## src/rtl/sdram_mon_pkg.sv

```systemverilog
package sdram_mon_pkg;

    typedef enum logic [2:0] {
        CMD_DESEL,
        CMD_NOP,
        CMD_ACT,
        CMD_RD,
        CMD_WR,
        CMD_PRE,
        CMD_OTHER
    } cmd_e;

    typedef enum logic {
        BK_IDLE,
        BK_OPEN
    } bank_st_e;

    typedef enum logic {
        SP_QUIET,
        SP_GUARD
    } space_st_e;

    function automatic cmd_e decode_cmd(input logic cs_n, input logic ras_n,
                                        input logic cas_n, input logic we_n);
        cmd_e c;
        if (cs_n) begin
            c = CMD_DESEL;
        end else begin
            case ({ras_n, cas_n, we_n})
                3'b111:  c = CMD_NOP;
                3'b011:  c = CMD_ACT;
                3'b101:  c = CMD_RD;
                3'b100:  c = CMD_WR;
                3'b010:  c = CMD_PRE;
                default: c = CMD_OTHER;
            endcase
        end
        return c;
    endfunction

endpackage

```

## src/rtl/bank_tracker.sv

```systemverilog
module bank_tracker
    import sdram_mon_pkg::*;
#(
    parameter int ROW_W    = 13,
    parameter int TRCD     = 3,
    parameter int TRC      = 9,
    parameter int TRAS_MAX = 1024
) (
    input  logic             clk,
    input  logic             rst,
    input  cmd_e             cmd,
    input  logic             sel,
    input  logic             a10,
    input  logic [ROW_W-1:0] row_in,
    output logic             is_open,
    output logic [ROW_W-1:0] row_q,
    output logic             opening,
    output logic             v_idle,
    output logic             v_early,
    output logic             v_dbl,
    output logic             v_trc,
    output logic             v_ras
);
    localparam int LIMIT   = ((TRC > TRAS_MAX) ? TRC : TRAS_MAX) + 1;
    localparam int CW      = $clog2(LIMIT + 1);
    localparam logic [CW-1:0] CNT_SAT  = CW'(LIMIT);
    localparam logic [CW-1:0] TRCD_C   = CW'(TRCD);
    localparam logic [CW-1:0] TRC_C    = CW'(TRC);
    localparam logic [CW-1:0] TRAS_C   = CW'(TRAS_MAX);

    bank_st_e        st, st_nxt;
    logic [CW-1:0]   cnt;
    logic            acc, act, pre, close_ap, closing;

    always_comb begin
        acc      = sel && (cmd == CMD_RD || cmd == CMD_WR);
        act      = sel && (cmd == CMD_ACT);
        pre      = (cmd == CMD_PRE) && (a10 || sel);
        close_ap = acc && a10;
    end

    always_comb begin
        st_nxt = st;
        unique case (st)
            BK_IDLE: if (act) st_nxt = BK_OPEN;
            BK_OPEN: if (pre || close_ap) st_nxt = BK_IDLE;
        endcase
    end

    always_ff @(posedge clk) begin
        if (rst) st <= BK_IDLE;
        else     st <= st_nxt;
    end

    always_comb begin
        opening = (st == BK_IDLE) && act;
        closing = (st == BK_OPEN) && (pre || close_ap);
        is_open = (st == BK_OPEN);
        v_idle  = acc && (st == BK_IDLE);
        v_early = acc && (st == BK_OPEN) && (cnt < TRCD_C);
        v_dbl   = act && (st == BK_OPEN);
        v_trc   = opening && (cnt < TRC_C);
        v_ras   = (st == BK_OPEN) && (cnt == TRAS_C) && !closing;
    end

    always_ff @(posedge clk) begin
        if (rst)                 cnt <= CNT_SAT;
        else if (opening)        cnt <= CW'(1);
        else if (cnt != CNT_SAT) cnt <= cnt + CW'(1);
    end

    always_ff @(posedge clk) begin
        if (rst)          row_q <= '0;
        else if (opening) row_q <= row_in;
        else if (closing) row_q <= '0;
    end

    p_open_row_r2: assert property (@(posedge clk) disable iff (rst)
        opening |=> (st == BK_OPEN) && (row_q == $past(row_in)));

    p_pre_close_r6: assert property (@(posedge clk) disable iff (rst)
        ((st == BK_OPEN) && pre) |=> (st == BK_IDLE) && (row_q == '0));

    p_ap_close_r7: assert property (@(posedge clk) disable iff (rst)
        ((st == BK_OPEN) && close_ap) |=> (st == BK_IDLE));

endmodule

```

## src/rtl/act_spacing.sv

```systemverilog
module act_spacing
    import sdram_mon_pkg::*;
#(
    parameter int NBANK = 4,
    parameter int BA_W  = 2,
    parameter int TRRD  = 2
) (
    input  logic             clk,
    input  logic             rst,
    input  logic [NBANK-1:0] open_vec,
    input  logic [BA_W-1:0]  open_bank,
    output logic             v_trrd
);
    localparam int GW = $clog2(TRRD + 1) + 1;
    localparam logic [GW-1:0] TRRD_C = GW'(TRRD);

    space_st_e       st, st_nxt;
    logic [GW-1:0]   gap;
    logic [BA_W-1:0] last_bank;
    logic            any_open;

    always_comb begin
        any_open = |open_vec;
        st_nxt   = st;
        unique case (st)
            SP_QUIET: if (any_open && TRRD > 1) st_nxt = SP_GUARD;
            SP_GUARD: begin
                if (any_open)                      st_nxt = (TRRD > 1) ? SP_GUARD : SP_QUIET;
                else if (gap + GW'(1) >= TRRD_C)   st_nxt = SP_QUIET;
            end
        endcase
    end

    always_ff @(posedge clk) begin
        if (rst) st <= SP_QUIET;
        else     st <= st_nxt;
    end

    always_ff @(posedge clk) begin
        if (rst) begin
            gap       <= TRRD_C;
            last_bank <= '0;
        end else if (any_open) begin
            gap       <= GW'(1);
            last_bank <= open_bank;
        end else if (st == SP_GUARD) begin
            gap       <= gap + GW'(1);
        end
    end

    always_comb begin
        v_trrd = any_open && (st == SP_GUARD) && (open_bank != last_bank);
    end

    p_single_open_r9: assert property (@(posedge clk) disable iff (rst)
        $onehot0(open_vec));

endmodule

```

## src/rtl/sdram_act_monitor.sv

```systemverilog
module sdram_act_monitor
    import sdram_mon_pkg::*;
#(
    parameter int BA_W     = 2,
    parameter int ROW_W    = 13,
    parameter int AP_BIT   = 10,
    parameter int TRCD     = 3,
    parameter int TRC      = 9,
    parameter int TRRD     = 2,
    parameter int TRAS_MAX = 1024
) (
    input  logic                     clk,
    input  logic                     rst,
    input  logic                     cs_n,
    input  logic                     ras_n,
    input  logic                     cas_n,
    input  logic                     we_n,
    input  logic [BA_W-1:0]          ba,
    input  logic [ROW_W-1:0]         addr,
    output logic                     err_idle_access,
    output logic                     err_early_access,
    output logic                     err_double_act,
    output logic                     err_trc,
    output logic                     err_trrd,
    output logic                     err_ras_max,
    output logic [BA_W-1:0]          err_bank,
    output logic [(1<<BA_W)-1:0]     bank_active,
    output logic [(1<<BA_W)*ROW_W-1:0] open_row
);
    localparam int NBANK = 1 << BA_W;

    cmd_e              cmd;
    logic [NBANK-1:0]  v_idle, v_early, v_dbl, v_trc, v_ras, opening;
    logic              v_trrd, cmd_err;
    logic [BA_W-1:0]   ras_bank, bank_d;
    logic [ROW_W-1:0]  row_q [NBANK];

    always_comb cmd = decode_cmd(cs_n, ras_n, cas_n, we_n);

    for (genvar b = 0; b < NBANK; b++) begin : g_bank
        bank_tracker #(
            .ROW_W(ROW_W), .TRCD(TRCD), .TRC(TRC), .TRAS_MAX(TRAS_MAX)
        ) u_bank (
            .clk    (clk),
            .rst    (rst),
            .cmd    (cmd),
            .sel    (ba == BA_W'(b)),
            .a10    (addr[AP_BIT]),
            .row_in (addr),
            .is_open(bank_active[b]),
            .row_q  (row_q[b]),
            .opening(opening[b]),
            .v_idle (v_idle[b]),
            .v_early(v_early[b]),
            .v_dbl  (v_dbl[b]),
            .v_trc  (v_trc[b]),
            .v_ras  (v_ras[b])
        );
        assign open_row[b*ROW_W +: ROW_W] = row_q[b];
    end

    act_spacing #(.NBANK(NBANK), .BA_W(BA_W), .TRRD(TRRD)) u_space (
        .clk      (clk),
        .rst      (rst),
        .open_vec (opening),
        .open_bank(ba),
        .v_trrd   (v_trrd)
    );

    always_comb begin
        cmd_err  = (|v_idle) || (|v_early) || (|v_dbl) || (|v_trc) || v_trrd;
        ras_bank = '0;
        for (int b = NBANK - 1; b >= 0; b--) begin
            if (v_ras[b]) ras_bank = BA_W'(b);
        end
        bank_d = cmd_err ? ba : ras_bank;
    end

    always_ff @(posedge clk) begin
        if (rst) begin
            err_idle_access  <= 1'b0;
            err_early_access <= 1'b0;
            err_double_act   <= 1'b0;
            err_trc          <= 1'b0;
            err_trrd         <= 1'b0;
            err_ras_max      <= 1'b0;
            err_bank         <= '0;
        end else begin
            err_idle_access  <= |v_idle;
            err_early_access <= |v_early;
            err_double_act   <= |v_dbl;
            err_trc          <= |v_trc;
            err_trrd         <= v_trrd;
            err_ras_max      <= |v_ras;
            err_bank         <= bank_d;
        end
    end

    p_desel_hold_r1: assert property (@(posedge clk) disable iff (rst)
        cs_n |=> (bank_active == $past(bank_active)) && !err_idle_access
                 && !err_early_access && !err_double_act && !err_trc && !err_trrd);

    p_idle_access_r3: assert property (@(posedge clk) disable iff (rst)
        ((cmd == CMD_RD || cmd == CMD_WR) && !bank_active[ba])
            |=> err_idle_access && (err_bank == $past(ba)));

    p_double_act_r5: assert property (@(posedge clk) disable iff (rst)
        ((cmd == CMD_ACT) && bank_active[ba]) |=> err_double_act && $stable(open_row));

endmodule

```

## config.mk

```make
export PLATFORM = sky130hd
export DESIGN_NAME = sdram_act_monitor
export DESIGN_NICKNAME = d
export VERILOG_FILES = /design/src/rtl/sdram_mon_pkg.sv /design/src/rtl/bank_tracker.sv /design/src/rtl/act_spacing.sv /design/src/rtl/sdram_act_monitor.sv
export SDC_FILE = /design/constraint.sdc
export NUM_CORES = 1
export LEC_CHECK = 0
export BUFFER_PORTS_ARGS = -buffer_cell sky130_fd_sc_hd__buf_4
export CAP_MARGIN = 20
export CORE_MARGIN = 5
export CORE_UTILIZATION = 27
export CTS_CLUSTER_SIZE = 14
export DETAILED_ROUTE_END_ITERATION = 10
export GPL_TIMING_DRIVEN = 0
export PLACE_DENSITY = 0.54
export SYNTH_ARGS = -nofsm -noshare
export SYNTH_HDL_FRONTEND = slang
export SYNTH_SLANG_ARGS = --single-unit
```

## constraint.sdc

```tcl
create_clock -name clk -period 2.4 [get_ports clk]
set_input_delay 0.36 -clock clk [delete_from_list [all_inputs] [get_ports clk]]
set_output_delay 0.36 -clock clk [all_outputs]
set_load 0.02 [all_outputs]
```

==> Yosys cells after proc, flatten, opt, wreduce, memory -nomap -nowiden <==
Index checks and enable logic that the tools add are counted.
{ "word_totals": {"in_bits": 21, "out_inout_bits": 64, "reg_bits": 114, "wordCells": 200} }
{ "op_classes": {"eq_ne": 21, "bitwise_logic": 5, "reduce_logical": 92, "n_addsub": 5, "n_lt_le_gt_ge": 9, "mux": 41} }
{ "op_table": {"columns": ["op", "count"], "rows": [
  ["13-bit 2-to-1 mux", 8],
  ["11-bit 2-to-1 mux", 8],
  ["1-bit logical AND", 54],
  ["11-bit by 1-bit adder with 11-bit output, second input constant", 4],
  ["11-bit equality test, second input constant", 4],
  ["11-bit by 2-bit < comparator with 1-bit output, second input constant", 4],
  ["11-bit by 4-bit < comparator with 1-bit output, second input constant", 4],
  ["11-bit != test, second input constant", 4],
  ["4-bit OR reduction", 6],
  ["2-bit nonzero test", 9],
  ["3-bit equality test, second input constant", 5],
  ["3-bit case mux with 5 select lines", 1],
  ["2-bit 2-to-1 mux", 7],
  ["1-bit logical OR", 13],
  ["3-bit by 2-bit equality test with 1-bit output, second input constant", 4],
  ["1-bit 2-to-1 mux", 11],
  ["1-bit case mux with 2 select lines", 5],
  ["2-bit OR reduction", 4],
  ["1-bit NOT", 5],
  ["5-bit OR reduction", 1],
  ["2-bit equality test, second input constant", 2],
  ["1-bit logical NOT", 4],
  ["3-bit by 1-bit adder with 3-bit output, second input constant", 1],
  ["3-bit by 2-bit greater-or-equal comparator with 1-bit output, second input constant", 1],
  ["4 further kinds", 4]
]} }

==> Longest topological paths before layout <==
{ "logic_depth": {"ltp_word": 16, "ltp_mapped": 8, "mapped_depth_nobuf": 7} }

==> Cells and area by module <==
A second synthesis with hierarchy kept.
{ "hier_totals": {"cells_unflattened": 643, "hier_area_um2": 5915.7} }
{ "by_module_without_submodules": {"columns": ["module", "cells_each", "instances", "area_each_um2", "seq_area_each_um2"], "rows": [
  ["bank_tracker", 142, 4, 1300.0, 500.5],
  ["sdram_act_monitor", 42, 1, 381.6, 160.2],
  ["act_spacing", 33, 1, 334.1, 120.1]
]} }

==> Least setup slack after synthesis <==
No wires, ideal clock.
{ "synth_path": {"path_kind": "in2reg", "start": "in ba[0]", "end": "reg err_bank[1]", "arrival_time_ns": 1.868, "required_ns": 2.279, "setup_time_ns": 0.121, "stages": 6, "n_path_buf": 1, "slack_ns": 0.411, "cell_sequence": "buf_2 -> mux4_2 -> inv_1 -> nor3_1 -> o311a_4 -> mux2_4"} }
{ "synth_via": {"elab_chain_cells": 12, "word_cells_on_any_way": 81, "cone_classes": "4 x eq/ne; 5 x mux; 72 x reduce/logical"} }
{ "synth_lines": {"columns": ["element", "line", "rtl"], "rows": [
  ["from (decl)", "sdram_act_monitor.sv:18", "input logic [BA_W-1:0] ba,"],
  ["2-bit equality test", "sdram_act_monitor.sv:47", ".sel (ba == BA_W'(b)),"],
  ["1-bit logical OR or 1-bit logical AND (tied branches)", "bank_tracker.sv:38, bank_tracker.sv:36", null],
  ["1-bit logical AND, on equally long branches", "bank_tracker.sv:38, bank_tracker.sv:39", null],
  ["1-bit logical OR", "bank_tracker.sv:57", "closing = (st == BK_OPEN) && (pre || close_ap);"],
  ["1-bit logical AND", "bank_tracker.sv:57", null],
  ["1-bit logical NOT", "bank_tracker.sv:63", "v_ras = (st == BK_OPEN) && (cnt == TRAS_C) && !closing;"],
  ["1-bit logical AND", "bank_tracker.sv:63", null],
  ["2-bit 2-to-1 mux (4 in a row)", "sdram_act_monitor.sv:74", "if (v_ras[b]) ras_bank = BA_W'(b);"],
  ["2-bit 2-to-1 mux *", "sdram_act_monitor.sv:76", "bank_d = cmd_err ? ba : ras_bank;"],
  ["to (signal assigned)", "sdram_act_monitor.sv:95", "err_bank <= bank_d;"],
  ["to (decl)", "sdram_act_monitor.sv:26", "output logic [BA_W-1:0] err_bank,"]
]} }
Every way passes the cells marked *; elsewhere a longest branch is shown, timed or not.
A chain may end at the register's enable or synchronous reset.

==> Worst setup path in the final report <==
{ "layout_path": {"start": "reg g_bank[0].u_bank.cnt[5]", "end": "reg err_bank[1]"} }
{ "layout_via": {"elab_chain_cells": 8, "word_cells_on_any_way": 15, "cone_classes": "2 x order compare; 1 x eq/ne; 2 x mux; 10 x reduce/logical"} }
{ "layout_lines": {"columns": ["element", "line", "rtl"], "rows": [
  ["from (decl)", "bank_tracker.sv:32", "logic [CW-1:0] cnt;"],
  ["from (signal assigned)", "bank_tracker.sv:69", "else if (cnt != CNT_SAT) cnt <= cnt + CW'(1);"],
  ["11-bit by 2-bit < comparator with 1-bit output", "bank_tracker.sv:60", "v_early = acc && (st == BK_OPEN) && (cnt < TRCD_C);"],
  ["1-bit logical AND", "bank_tracker.sv:60", null],
  ["4-bit OR reduction", "sdram_act_monitor.sv:71", "cmd_err = (|v_idle) || (|v_early) || (|v_dbl) || (|v_trc) || v_trrd;"],
  ["1-bit logical OR (4 in a row)", "sdram_act_monitor.sv:71", null],
  ["2-bit 2-to-1 mux *", "sdram_act_monitor.sv:76", null]
]} }
Marks and branches as above.

==> impl_metrics.yaml <==
run_status:
  outcome: "complete, no violations"
critical_path:
  reg2reg_depth: 6
  worstReg2RegEnd: "err_bank[1]"
  criticalPathCategory: "reg2reg"
  timing.critical_path.depth: 6
  cp_data_required_time_ns: 2.70
  worst_ep_arrival_time_ns: 2.54
  cp.buffers_inverters: 0
  critical_path.top_delay_family: "simple AND/OR/NAND/NOR gates"
  crit_path_max_incr_delay_ns: 0.64
  reg2reg_setup_slack_ns: 0.16
  critPathCaptureType: "flip-flop"
  crit_slowest_cell: "sky130_fd_sc_hd__nor4_1"
  critical_path.cell_chain: "nor4_1 > nand4_1 > o41ai_2 > nor3_1 > o311a_4 > mux2_4"
  worstSetupEndpoint: "err_bank[1]"
  crit_path_start: "g_bank[0].u_bank.cnt[5]"
  timing.rr.start: "g_bank[0].u_bank.cnt[5]"
  path_max_fanout: 5
  start_kind: "flip-flop"
sta:
  count_of_final_hold_check_violations: 0
  max_slew_margin: 0.527
  slew_violations: 0
  post_route_clock_period_utilization: 0.932
  worst_slew_pin_slew_ns: 0.703
  rsz0062_at_grt: "no"
  finalWorstPathRequiredPeriod_ns: 2.24
  fin_hold_ws_ns: 0.178
  max_clock_freq_mhz: 447
  final_critical_path_setup_slack_ns: 0.164
  finClkSkew_ns: 0.0172
  setup_tns_ns: 0
  report.final.setup_viol: 0
power_and_ir_drop:
  powerDensity_mw_per_mm2: 843
  net-switching-power_mw: 1.42
  comb_power_share: 0.134
  switching_share: 0.258
  power.static_leakage_nw: 2.53
  power_frac_clock: 0.482
  worst_ir_drop_on_vdd_uv: 495
  fin_total_pwr_mw: 5.49
  power.sequential.fraction: 0.384
  internal_power_mw: 4.07
cells_and_area:
  nets: 692
  flow.area_growth_from_synthesis_pct: 30.4
  final_cell_mix: "sky130_fd_sc_hd__dfxtp_1 (114), sky130_fd_sc_hd__nor2_1 (94), sky130_fd_sc_hd__buf_4 (85)"
  final_common_cell: "sky130_fd_sc_hd__dfxtp_1"
  fillCellCount: 1829
  final_core_utilization: 0.360
  layout-drive-gt1-share: 0.212
  final_cell_count_no_fill: 898
  antennaDiodeCount: 0
  finish.instance_area_mm2: 0.00651
logic_synthesis:
  synth_top_flop_cell: "sky130_fd_sc_hd__dfxtp_1"
  syn_nets: 592
  post_synth_xor_area_fraction: 0.0684
  synth.mux.area_fraction: 0.0163
  synthArstFlopShare: 0
  synth_adder_area_share: 0.0351
  share_of_the_yosys_chip_area_belonging_to_registers: 0.457
  share_of_the_synthesized_area_in_compound_gates_ao_oa_aoi_oai: 0.147
  synth-edff-count: 0
  synth_top_family_by_area: "simple AND/OR/NAND/NOR gates"
  yosysWarnings: 0
  synth_cell_types: 51
  cell_area_after_technology_mapping_mm2: 0.00499
  synthesized_instance_count: 557
  post_synth_and_or_nand_nor_area_fraction: 0.236
  mean_syn_cell_area_um2: 8.97
  yosys_register_bits: 114
placed_design:
  post-dp-hpwl_um: 10000
  place_area_mm2: 0.00589
  post-place-cells: 867
  placement.io_buffers: 81
  dpl_worst_slack_ns: -0.0916
  place.gp.congestion: 0.787
clock_network:
  hold_buf_count_cts: 0
  clock_path_buffers: 2
  clock_sinks: 114
  cts_tree: "yes"
  tritoncts.num_buffers: 17
  clk_latency_ns: 0.42
  clock-root-buffer: "sky130_fd_sc_hd__clkbuf_16"
  ctsHtreeMaxLevel: 4
  clock_transition_at_the_register_clock_pins_on_the_worst_setup_and_hold_paths_after_cts_ns: 0.05
floorplanning:
  die_w_um: 146
  design.portCount: 85
  die_area_mm2: 0.0213
  floorplan.initialDensity: 0.276
  placement_rows: 49
  core_area_mm2: 0.0181
  die_h_um: 146
global_route:
  antenna_violations_before_repair: 0
  grt_first_pass_wirelength_um: 22600
  grt_remaining_overflow: 0
  global_route.usage.total: 0.134
  first_global_vias: 4194
  grt_start_max_net_pins: 17
detailed_routing:
  via_per_inst: 4.73
  drt_iter0_drc: 250
  detailroute.via_count: 4250
  detail_route.wirelength_um: 13900
  postRouteAntennaNets: 0
  drc: 0
  drt-wirelength-per-cell_um: 15.5
  firstDrtPassIters: 4
min_path:
  hold_path.class: "in2reg"
job:
  timing.max_cap.violations: 0
synthesized netlist by cell type (4+ instances only):
cell type,number,area (µm²)
sky130_fd_sc_hd__ha_1,14,175
sky130_fd_sc_hd__xnor2_1,14,123
sky130_fd_sc_hd__buf_4,4,30.0
sky130_fd_sc_hd__o21ai_1,5,25.0
sky130_fd_sc_hd__a22oi_1,52,390
sky130_fd_sc_hd__and3_1,9,56.3
sky130_fd_sc_hd__clkbuf_1,23,86.3
sky130_fd_sc_hd__nand2_1,36,135
sky130_fd_sc_hd__nand2b_1,4,25.0
sky130_fd_sc_hd__buf_2,5,25.0
sky130_fd_sc_hd__xor2_1,25,219
sky130_fd_sc_hd__o21ai_0,7,35.0
sky130_fd_sc_hd__nor2_1,94,353
sky130_fd_sc_hd__dfxtp_1,114,2280
sky130_fd_sc_hd__nand4_1,13,81.3
sky130_fd_sc_hd__nor4_1,7,43.8
sky130_fd_sc_hd__or3_1,6,37.5
sky130_fd_sc_hd__nor3_1,27,135
sky130_fd_sc_hd__nand3_1,14,70.1
sky130_fd_sc_hd__inv_1,16,60.1
sky130_fd_sc_hd__a21oi_1,18,90.1
sky130_fd_sc_hd__a21o_1,5,37.5
sky130_fd_sc_hd__nor2b_1,4,25.0
worst reg2reg max path: stages (launching register included):
cell                      delay [ns]
sky130_fd_sc_hd__dfxtp_1        0.34
sky130_fd_sc_hd__nor4_1         0.64
sky130_fd_sc_hd__nand4_1        0.25
sky130_fd_sc_hd__o41ai_2        0.15
sky130_fd_sc_hd__nor3_1         0.11
sky130_fd_sc_hd__o311a_4        0.33
sky130_fd_sc_hd__mux2_4         0.30
cell families (layout without fill, tap and decap cells):
logic type / Yosys count / count (layout)
AND/OR/NAND/NOR: 233 / 233
adder cells (fa/ha/maj): 14 / 14
AO/OA/AOI/OAI: 103 / 103
buffers and inverters: 48 / 160
multiplexers: 6 / 6
flip-flops: 114 / 114
XOR/XNOR: 39 / 39
metal layers:
metal	track usage	part of all wire	vias up
li1	-	-	2160
met1	0.179	0.48	1968
met2	0.179	0.40	114
met3	0.0760	0.11	8
met4	0.0466	0.0093	0
met5	0	0	-
power by group through the flow:
stage	logic, mW	registers (mW)	clock network (mW)
after CTS	0.743	2.11	2.71
after global routing	0.852	2.13	2.80
after floorplan	0.555	2.12	0
final	0.737	2.11	2.65
after global placement	0.737	2.15	0
after detailed placement	0.741	2.14	0
timing repair:
| item | CTS | global route |
|---|---|---|
| buffers inserted | 0 | 0 |
| setup endpoints to repair | 0 | 1 |
| resized for setup | 0 | 1 |
registers in the layout (all words and copies together) (netlist names):
register,flops
g_bank.u_bank.cnt,44
err_bank,2
u_space.gap,3
g_bank.u_bank.is_open,4
err_idle_access,1
err_double_act,1
err_trc,1
u_space.last_bank,2
err_ras_max,1
err_early_access,1
u_space.st,1
err_trrd,1
g_bank.u_bank.row_q,52
how the worst min path moves through the flow:
stage / startpoint / to / slack (ns) / cells past startpoint
6_report: cs_n / err_idle_access / 0.18 / 2
2_1_floorplan: cs_n / err_early_access / 0.44 / 1
4_1_cts: cs_n / err_idle_access / 0.16 / 2
3_5_place_dp: u_space.last_bank[0] / u_space.last_bank[0] / 0.47 / 2
5_1_grt: cs_n / err_early_access / 0.17 / 2
3_3_place_gp: u_space.last_bank[0] / u_space.last_bank[0] / 0.46 / 2
layout make-up:
type	count	area, µm²	area share
plain buffers	32	141	0.0217
clock buffers	21	460	0.0707
clock inverters	10	158	0.0242
inverters	16	60.1	0.00922
multi-input cells	395	2520	0.386
flip-flops and latches	114	2280	0.350
well taps	229	287	0.0440
repair buffers	81	608	0.0934
(Power assumes the default switching activity.)
